--- src/rtl/bgrf_pkg.sv ---
package bgrf_pkg;
  localparam int DEF_DATA_W   = 32;
  localparam int DEF_NUM_LOW  = 8;
  localparam int DEF_NUM_HIGH = 8;

  typedef enum logic {
    BANK_0 = 1'b0,
    BANK_1 = 1'b1
  } bank_e;
endpackage

--- src/rtl/bgrf_bank_sel.sv ---
// Resolves the active and alternate bank from mode and status bit.
module bgrf_bank_sel
  import bgrf_pkg::*;
(
  input  logic  priv_i,
  input  logic  bank_sel_i,
  output bank_e cur_bank_o,
  output bank_e alt_bank_o
);
  always_comb begin
    // user mode is pinned to bank 0
    cur_bank_o = (priv_i && bank_sel_i) ? BANK_1 : BANK_0;
    alt_bank_o = (cur_bank_o == BANK_1) ? BANK_0 : BANK_1;
  end
endmodule

--- src/rtl/bgrf_map.sv ---
// Logical register number + bank -> physical slot.
// Slots: [0..L-1] bank 0, [L..2L-1] bank 1, [2L..] shared.
module bgrf_map
  import bgrf_pkg::*;
#(
  parameter int NUM_LOW  = DEF_NUM_LOW,
  parameter int NUM_HIGH = DEF_NUM_HIGH,
  parameter int ADDR_W   = $clog2(NUM_LOW + NUM_HIGH),
  parameter int PHYS_W   = $clog2(2 * NUM_LOW + NUM_HIGH)
) (
  input  logic [ADDR_W-1:0] addr_i,
  input  bank_e             bank_i,
  output logic [PHYS_W-1:0] phys_o
);
  localparam logic [ADDR_W-1:0] LOW_LIM     = ADDR_W'(NUM_LOW);
  localparam logic [PHYS_W-1:0] BANK1_BASE  = PHYS_W'(NUM_LOW);
  localparam logic [PHYS_W-1:0] SHARED_BASE = PHYS_W'(2 * NUM_LOW);

  logic [ADDR_W-1:0] high_off;
  assign high_off = addr_i - LOW_LIM;

  always_comb begin
    if (addr_i < LOW_LIM) begin
      phys_o = ((bank_i == BANK_1) ? BANK1_BASE : '0) + PHYS_W'(addr_i);
    end else begin
      phys_o = SHARED_BASE + PHYS_W'(high_off);
    end
  end
endmodule

--- src/rtl/bgrf_store.sv ---
// Physical storage: no reset, NUM_WR edge writes, NUM_RD async reads.
module bgrf_store #(
  parameter int DATA_W   = 32,
  parameter int NUM_PHYS = 24,
  parameter int PHYS_W   = $clog2(NUM_PHYS),
  parameter int NUM_RD   = 4,
  parameter int NUM_WR   = 2
) (
  input  logic              clk_i,
  input  logic [NUM_WR-1:0] we_i,
  input  logic [PHYS_W-1:0] waddr_i [NUM_WR],
  input  logic [DATA_W-1:0] wdata_i [NUM_WR],
  input  logic [PHYS_W-1:0] raddr_i [NUM_RD],
  output logic [DATA_W-1:0] rdata_o [NUM_RD]
);
  logic [DATA_W-1:0] mem_q [NUM_PHYS];

  // ports never share a slot by construction of the bank map
  always_ff @(posedge clk_i) begin
    for (int w = 0; w < NUM_WR; w++) begin
      if (we_i[w]) mem_q[waddr_i[w]] <= wdata_i[w];
    end
  end

  for (genvar r = 0; r < NUM_RD; r++) begin : g_rd
    assign rdata_o[r] = mem_q[raddr_i[r]];
  end
endmodule

--- src/rtl/banked_regfile.sv ---
module banked_regfile
  import bgrf_pkg::*;
#(
  parameter int DATA_W   = DEF_DATA_W,
  parameter int NUM_LOW  = DEF_NUM_LOW,
  parameter int NUM_HIGH = DEF_NUM_HIGH,
  localparam int ADDR_W  = $clog2(NUM_LOW + NUM_HIGH),
  localparam int LOW_W   = $clog2(NUM_LOW)
) (
  input  logic              clk_i,
  input  logic              rst_ni,
  input  logic              priv_i,
  input  logic              bank_sel_i,
  input  logic [ADDR_W-1:0] ra_addr_i,
  output logic [DATA_W-1:0] ra_data_o,
  input  logic [ADDR_W-1:0] rb_addr_i,
  output logic [DATA_W-1:0] rb_data_o,
  input  logic              we_i,
  input  logic [ADDR_W-1:0] wa_addr_i,
  input  logic [DATA_W-1:0] wd_i,
  output logic [DATA_W-1:0] r0_data_o,
  input  logic [LOW_W-1:0]  alt_addr_i,
  output logic [DATA_W-1:0] alt_data_o,
  input  logic              alt_we_i,
  input  logic [DATA_W-1:0] alt_wd_i
);
  localparam int NUM_PHYS = 2 * NUM_LOW + NUM_HIGH;
  localparam int PHYS_W   = $clog2(NUM_PHYS);
  localparam int NUM_RD   = 4;
  localparam int NUM_WR   = 2;
  localparam int NUM_MAP  = NUM_RD + NUM_WR;
  // map slot order: reads first, then writes
  localparam int M_RA  = 0;
  localparam int M_RB  = 1;
  localparam int M_R0  = 2;
  localparam int M_ALT = 3;
  localparam int M_WM  = 4;
  localparam int M_WA  = 5;

  bank_e cur_bank, alt_bank;

  bgrf_bank_sel u_bank_sel (
    .priv_i     (priv_i),
    .bank_sel_i (bank_sel_i),
    .cur_bank_o (cur_bank),
    .alt_bank_o (alt_bank)
  );

  logic [ADDR_W-1:0] map_addr [NUM_MAP];
  bank_e             map_bank [NUM_MAP];
  logic [PHYS_W-1:0] map_phys [NUM_MAP];

  always_comb begin
    map_addr[M_RA]  = ra_addr_i;          map_bank[M_RA]  = cur_bank;
    map_addr[M_RB]  = rb_addr_i;          map_bank[M_RB]  = cur_bank;
    map_addr[M_R0]  = '0;                 map_bank[M_R0]  = cur_bank;
    map_addr[M_ALT] = ADDR_W'(alt_addr_i); map_bank[M_ALT] = alt_bank;
    map_addr[M_WM]  = wa_addr_i;          map_bank[M_WM]  = cur_bank;
    map_addr[M_WA]  = ADDR_W'(alt_addr_i); map_bank[M_WA]  = alt_bank;
  end

  for (genvar m = 0; m < NUM_MAP; m++) begin : g_map
    bgrf_map #(
      .NUM_LOW  (NUM_LOW),
      .NUM_HIGH (NUM_HIGH),
      .ADDR_W   (ADDR_W),
      .PHYS_W   (PHYS_W)
    ) u_map (
      .addr_i (map_addr[m]),
      .bank_i (map_bank[m]),
      .phys_o (map_phys[m])
    );
  end

  logic [NUM_WR-1:0] st_we;
  logic [PHYS_W-1:0] st_waddr [NUM_WR];
  logic [DATA_W-1:0] st_wdata [NUM_WR];
  logic [PHYS_W-1:0] st_raddr [NUM_RD];
  logic [DATA_W-1:0] st_rdata [NUM_RD];

  always_comb begin
    st_we       = {alt_we_i, we_i};
    st_waddr[0] = map_phys[M_WM];
    st_waddr[1] = map_phys[M_WA];
    st_wdata[0] = wd_i;
    st_wdata[1] = alt_wd_i;
    for (int r = 0; r < NUM_RD; r++) st_raddr[r] = map_phys[r];
  end

  bgrf_store #(
    .DATA_W   (DATA_W),
    .NUM_PHYS (NUM_PHYS),
    .PHYS_W   (PHYS_W),
    .NUM_RD   (NUM_RD),
    .NUM_WR   (NUM_WR)
  ) u_store (
    .clk_i   (clk_i),
    .we_i    (st_we),
    .waddr_i (st_waddr),
    .wdata_i (st_wdata),
    .raddr_i (st_raddr),
    .rdata_o (st_rdata)
  );

  assign ra_data_o  = st_rdata[M_RA];
  assign rb_data_o  = st_rdata[M_RB];
  assign r0_data_o  = st_rdata[M_R0];
  assign alt_data_o = st_rdata[M_ALT];
endmodule

--- config.mk ---
export PLATFORM = sky130hd
export DESIGN_NAME = banked_regfile
export DESIGN_NICKNAME = d
export VERILOG_FILES = /design/src/rtl/bgrf_pkg.sv /design/src/rtl/bgrf_bank_sel.sv /design/src/rtl/bgrf_map.sv /design/src/rtl/bgrf_store.sv /design/src/rtl/banked_regfile.sv
export SDC_FILE = /design/constraint.sdc
export NUM_CORES = 2
export LEC_CHECK = 0
export BUFFER_PORTS_ARGS = -buffer_cell sky130_fd_sc_hd__buf_2
export CAP_MARGIN = 30
export CORE_MARGIN = 1
export CORE_UTILIZATION = 62
export DETAILED_ROUTE_END_ITERATION = 8
export PLACE_DENSITY_LB_ADDON = 0.25
export SETUP_SLACK_MARGIN = 0.05
export SLEW_MARGIN = 25
export SYNTH_ARGS = -nofsm -noshare
export SYNTH_HDL_FRONTEND = slang
export SYNTH_SLANG_ARGS = --single-unit
--- constraint.sdc ---
create_clock -name clk_i -period 5 [get_ports clk_i]
set_clock_uncertainty 0.2 [all_clocks]
set_input_delay 0.75 -clock clk_i [delete_from_list [all_inputs] [get_ports clk_i]]
set_output_delay 0.75 -clock clk_i [all_outputs]
set_load 0.005 [all_outputs]
# Yosys cells after proc, flatten, opt, wreduce, memory -nomap -nowiden
# Memories as Yosys holds them, arrays and structs flattened.
# Cells that the tools add are included.
# classes
n_mux	11
reduce_logical	1
order_cmp	4
n_addsub	12
# ops
op	n
adder 5 x 4 -> 5 bit, first input constant	4
two-way mux 5 bit	4
adder 5 x 4 -> 5 bit	3
less-than comparator 4 bit, second input constant	3
subtractor 4 bit, second input constant	3
two-way mux 4 bit	2
adder 5 x 3 -> 5 bit	1
two-way mux 1 bit	5
less-than comparator 3 x 4 -> 1 bit, second input constant	1
subtractor 3 x 4 -> 4 bit, second input constant	1
logical AND 1 bit	1
# word_totals
ram_bits	768
elab_cells	29
out_inout_bits	128
memories	1
register_bits	0
in_bits	85
# mem_list
memory	depth	width	read_ports	rd_ports_with_merged_regs	write_ports	line	source
u_store.mem_q	24	32	4	0	2	bgrf_store.sv:16	logic [DATA_W-1:0] mem_q [NUM_PHYS];

# Logic depth before layout (Yosys ltp)
# An unclocked memory read counts as a cell.
# logic_depth
word_depth	6
mapped_depth	9
ltp_nobuf	4

# By module
# Synthesis repeated with hierarchy kept, for this count alone.
# hier_totals
cells_unflattened	4378
hier_area_um2	58363.5
# by_module_without_submodules
module	cells_each	seq_area_each_um2	instances	area_each_um2
bgrf_store	4345	23062.1	1	58154.5
bgrf_map	5	0.0	6	32.5
bgrf_bank_sel	2	0.0	1	10.0
banked_regfile	1	0.0	1	3.8

# Worst setup path before layout
# No wires, ideal clock.
# synth_timing
path_kind	input -> register
from	input port priv_i
to	memory u_store.mem_q[0][0] (enable)
setup_ns	0.466
t_required_ns	4.334
path_slack_ns	0.466
path_buffers	2
arrival_time_ns	3.869
path_stages	5
path_cell_list	nand2_1 buf_2 buf_1 nand2_1 o21ai_0
# synth_rtl
element	line	source
start: declaration	banked_regfile.sv:12	input logic priv_i,
end: declaration	bgrf_store.sv:16	

# Final worst setup path
# layout_timing
from	input port rb_addr_i[0]
to	output port rb_data_o[11]
# layout_via
elab_chain_len	4
word_cells_on_any_way	6
classes_between	add/sub: 3; order compare: 1; mux: 1; memory: 1
# layout_rtl
element	line	source
start: declaration	banked_regfile.sv:16	input logic [ADDR_W-1:0] rb_addr_i,
subtractor 4 bit	bgrf_map.sv:20	assign high_off = addr_i - LOW_LIM;
adder 5 x 4 -> 5 bit	bgrf_map.sv:26	phys_o = SHARED_BASE + PHYS_W'(high_off);
two-way mux 5 bit (*)	bgrf_map.sv:23	if (addr_i < LOW_LIM) begin
memory read (24 x 32 bit) (*)	n/a	
end: declaration	banked_regfile.sv:17	output logic [DATA_W-1:0] rb_data_o,
# Mark *: on every way between the ends. The rest lies on a longest branch, timed or not.

==> impl_summary.txt <==
----------------------------------------------------
[Yosys]
  Top post-synthesis cells by area ... sky130_fd_sc_hd__edfxtp_1 (50%), sky130_fd_sc_hd__mux4_2 (19%), sky130_fd_sc_hd__mux2_2 (14%)
  Top cells by count, synth ... sky130_fd_sc_hd__edfxtp_1 (768), sky130_fd_sc_hd__mux2_2 (566), sky130_fd_sc_hd__mux4_2 (390)
  Cell taking the most area after synthesis ... sky130_fd_sc_hd__edfxtp_1
  Syn Inst Count ... 3,011
  Number of synthesized flops with an enable pin ... 768
  Most used flip-flop cell after synthesis ... sky130_fd_sc_hd__edfxtp_1
  Syn_area_per_cell ... 15.41 um2
  Post-synthesis sequential element count ... 768
  Post-synthesis net count ... 3,096
  Count of unique library cells instantiated by Yosys ... 43
  Sequential cell area fraction in the yosys report ... 49.72%
  Library cell with the highest instance count after synthesis ... sky130_fd_sc_hd__edfxtp_1
  Ys async rst share ... 0%
  Number of synthesis warnings ... 0
  Area fraction of the dominant cell type after synthesis ... 49.72%
  Post-synthesis instance area ... 46,390 um2

[Detailed routing]
  Drt initial violations ... 6,104
  Detailed-route DRC error count ... 0
  DRT Pass-1 Iters ... 6
  DR vias ... 33,457
  Routed WL per cell ... 39.99 um
  Remaining antenna violation count after routing ... 0
  Number of vias per cell ... 8.035
  Routed WL ... 166.5 mm

[Cells and area]
  Area Overhead vs Synth ... 11.77%
  Number of non-filler instances in the completed layout ... 4,164
  Share of layout cells above drive strength 1 ... 46.58%
  Max reg flops ... 768
  Final net count ... 3,207
  Finished Core Util ... 70.58%
  Number of filler cells placed in the layout ... 4,705
  Cell area after layout ... 51,840 um2

[GRT]
  Antenna violations before repair ... 26
  Global routing met3 resource utilization ... 17.37%
  Total routing usage reported by global routing ... 43.96%
  Total gr overflow ... 0
  First-pass GRT wire length ... 233.8 mm
  Global routing's busiest layer ... met2
  Met2 Usage GRT ... 64.10%
  Maximum number of pins on one net before global-route repair ... 75
  Met1 Use GR ... 55.38%
  Vias in the first global route ... 33,096

[Worst setup path]
  Launching element type of the critical path ... input pin
  Slowest library cell on the worst path ... sky130_fd_sc_hd__buf_4
  CP Data Arrival Time ... 3280 ps
  Cells along the critical path ... buf_8, buf_4, mux4_2, mux2i_1, o211ai_1, buf_2
  Classification of the worst setup path ... in -> out
  Category of the worst setup path capture point ... output pin
  Critical path peak fanout ... 53
  Maximum cell stage delay along the critical path ... 620 ps
  Crit path required time ... 4050 ps
  Critical Path Source ... rb_addr_i[0]
  CP Capture Point ... rb_data_o[11]

[Floorplan]
  Die width ... 275.5 um
  Area enclosed by the die boundary ... 75,910 um2
  Top-level I/O count ... 213
  Vertical die dimension ... 275.5 um
  Initial Utilization ... 63.15%
  Area of the core region ... 73,450 um2
  # rows ... 99

[Clocking]
  Quantity of gates resized following cts ... 0
  Clock-pin slew on the worst setup and hold paths ... 60 ps
  CTS tree ... done
  Number of buffers on the longest clock path ... 3
  Clock buffers created by TritonCTS ... 85
  Cts-stage hold buffer count ... 0
  H-tree levels ... 3
  Number of buffers inserted by post-CTS setup repair ... 0
  Sinks on Clock Net ... 768
  Clk Tree Root Cell ... sky130_fd_sc_hd__clkbuf_16

[STA]
  Unrepaired setup endpoints after global routing ... false
  Final cycle utilization of the critical path ... 84.69%
  Worst slew margin ... 25.32%
  Worst setup slack after layout ... 765.6 ps
  Final Slew Violations ... 0
  Tightest Pin Transition ... 1117 ps
  TNS Setup ... 0 ps
  Max Fclk ... 0.2362 GHz
  Final worst path period need ... 4234 ps
  Final Hold Violating Endpoints ... 0
  Count of endpoints failing setup in the final report ... 0
  Min Hold Slack ... 348.1 ps

[Placement]
  Placed Instance Area ... 48,900 um2
  Number of buffers inserted by port buffering ... 211
  Post-placement cell count ... 3,992
  DP Worst Slack ... 827.9 ps
  Global placer's final weighted congestion ... 0.9341
  Half-perimeter wire length after detailed placement ... 101.3 mm

[Power]
  Final total power ... 16.30 mW
  Power density normalized to cell area ... 314.4 nW/um2
  Standby leakage power ... 17.82 nW
  Highest ir drop seen on vdd ... 0.2962 mV

[Hold path]
  Class of the worst hold path ... in -> reg

[Run]
  Maxcap violations ... 0

[Status]
  Status ... complete, no violations

----------------------------------------------------
==> cell usage in the layout, fill, tap and decap left out, types with 4 or more instances in the layout <==
| cell type | count |
|---|---|
| sky130_fd_sc_hd__clkbuf_1 | 17 |
| sky130_fd_sc_hd__o22ai_1 | 14 |
| sky130_fd_sc_hd__clkinv_2 | 13 |
| sky130_fd_sc_hd__bufinv_16 | 12 |
| sky130_fd_sc_hd__mux2_2 | 566 |
| sky130_fd_sc_hd__mux2i_1 | 297 |
| sky130_fd_sc_hd__buf_2 | 203 |
| sky130_fd_sc_hd__nor2b_4 | 4 |
| sky130_fd_sc_hd__nand4_1 | 23 |
| sky130_fd_sc_hd__o21ai_0 | 5 |
| sky130_fd_sc_hd__clkinv_1 | 13 |
| sky130_fd_sc_hd__buf_4 | 102 |
| sky130_fd_sc_hd__nor2b_1 | 21 |
| sky130_fd_sc_hd__o21bai_4 | 6 |
| sky130_fd_sc_hd__clkbuf_16 | 89 |
| sky130_fd_sc_hd__buf_12 | 28 |
| sky130_fd_sc_hd__nand2_2 | 5 |
| sky130_fd_sc_hd__o2111ai_1 | 32 |
| sky130_fd_sc_hd__o21ai_4 | 10 |
| sky130_fd_sc_hd__a211oi_1 | 19 |
| sky130_fd_sc_hd__mux4_2 | 390 |
| sky130_fd_sc_hd__nand3_2 | 5 |
| sky130_fd_sc_hd__diode_2 | 17 |
| sky130_fd_sc_hd__nor2_1 | 5 |
| sky130_fd_sc_hd__edfxtp_1 | 768 |
| sky130_fd_sc_hd__nand3_1 | 53 |
| sky130_fd_sc_hd__a21oi_1 | 26 |
| sky130_fd_sc_hd__or4_1 | 9 |
| sky130_fd_sc_hd__o211ai_1 | 37 |
| sky130_fd_sc_hd__buf_8 | 5 |
| sky130_fd_sc_hd__or2_2 | 6 |
| sky130_fd_sc_hd__a22oi_1 | 80 |
| sky130_fd_sc_hd__nand2_1 | 267 |
| sky130_fd_sc_hd__nor2_4 | 11 |
| sky130_fd_sc_hd__nand2b_1 | 5 |
==> critical path, delay by kind of cell <==
| kind | cells | cell delay [ps] |
|---|---|---|
| multiplexers | 2 | 880 |
| AO/OA/AOI/OAI | 1 | 230 |
| buffers and inverters | 3 | 1310 |
==> final cells by class <==
cell class / instances / area (um2) / area share (%)
sequential: 768 / 23060 / 44.48
multi-input combinational: 1922 / 22160 / 42.75
timing repair buffer: 344 / 2520 / 4.861
clock buffer: 106 / 2291 / 4.419
tap: 959 / 1200 / 2.314
clock inverter: 47 / 564.3 / 1.088
antenna: 17 / 42.54 / 0.08205
inverter: 1 / 3.754 / 0.007240
==> worst min-delay path by stage <==
stage                        start                     to  slack, ps  depth (start not counted)
after global routing       wd_i[2]   u_store.mem_q[21][2]        350                          1
after global placement    wd_i[29]  u_store.mem_q[19][29]        980                          1
final                      wd_i[7]   u_store.mem_q[16][7]        350                          1
after floorplan            wd_i[0]   u_store.mem_q[16][0]        650                          0
after detailed placement   wd_i[2]   u_store.mem_q[23][2]       1000                          1
after CTS                  wd_i[2]   u_store.mem_q[21][2]        320                          1
==> routing by layer <==
layer | wire [um] | part of all wire [%] | vias up
li1 | - | - | 12548
met1 | 53300 | 32 | 16639
met2 | 72720 | 44 | 3420
met3 | 28520 | 17 | 828
met4 | 11820 | 7.1 | 22
met5 | 165 | 0.099 | -
==> cells by family after synthesis <==
kind of cell | count (synthesis) | synth area share, %
AO/OA/AOI/OAI | 233 | 3.609
AND/OR/NAND/NOR | 435 | 4.294
multiplexers | 1254 | 39.11
flip-flops | 768 | 49.72
buffers and inverters | 321 | 3.269
==> power breakdown <==
group	total (mW)	internal [mW]	leakage, nW	switching, mW
Clock	6.57	3.87	1.39	2.70
Combinational	2.32	0.996	9.48	1.32
Sequential	7.41	7.29	6.95	0.122
Note: power is estimated with default switching activity, not from simulation.
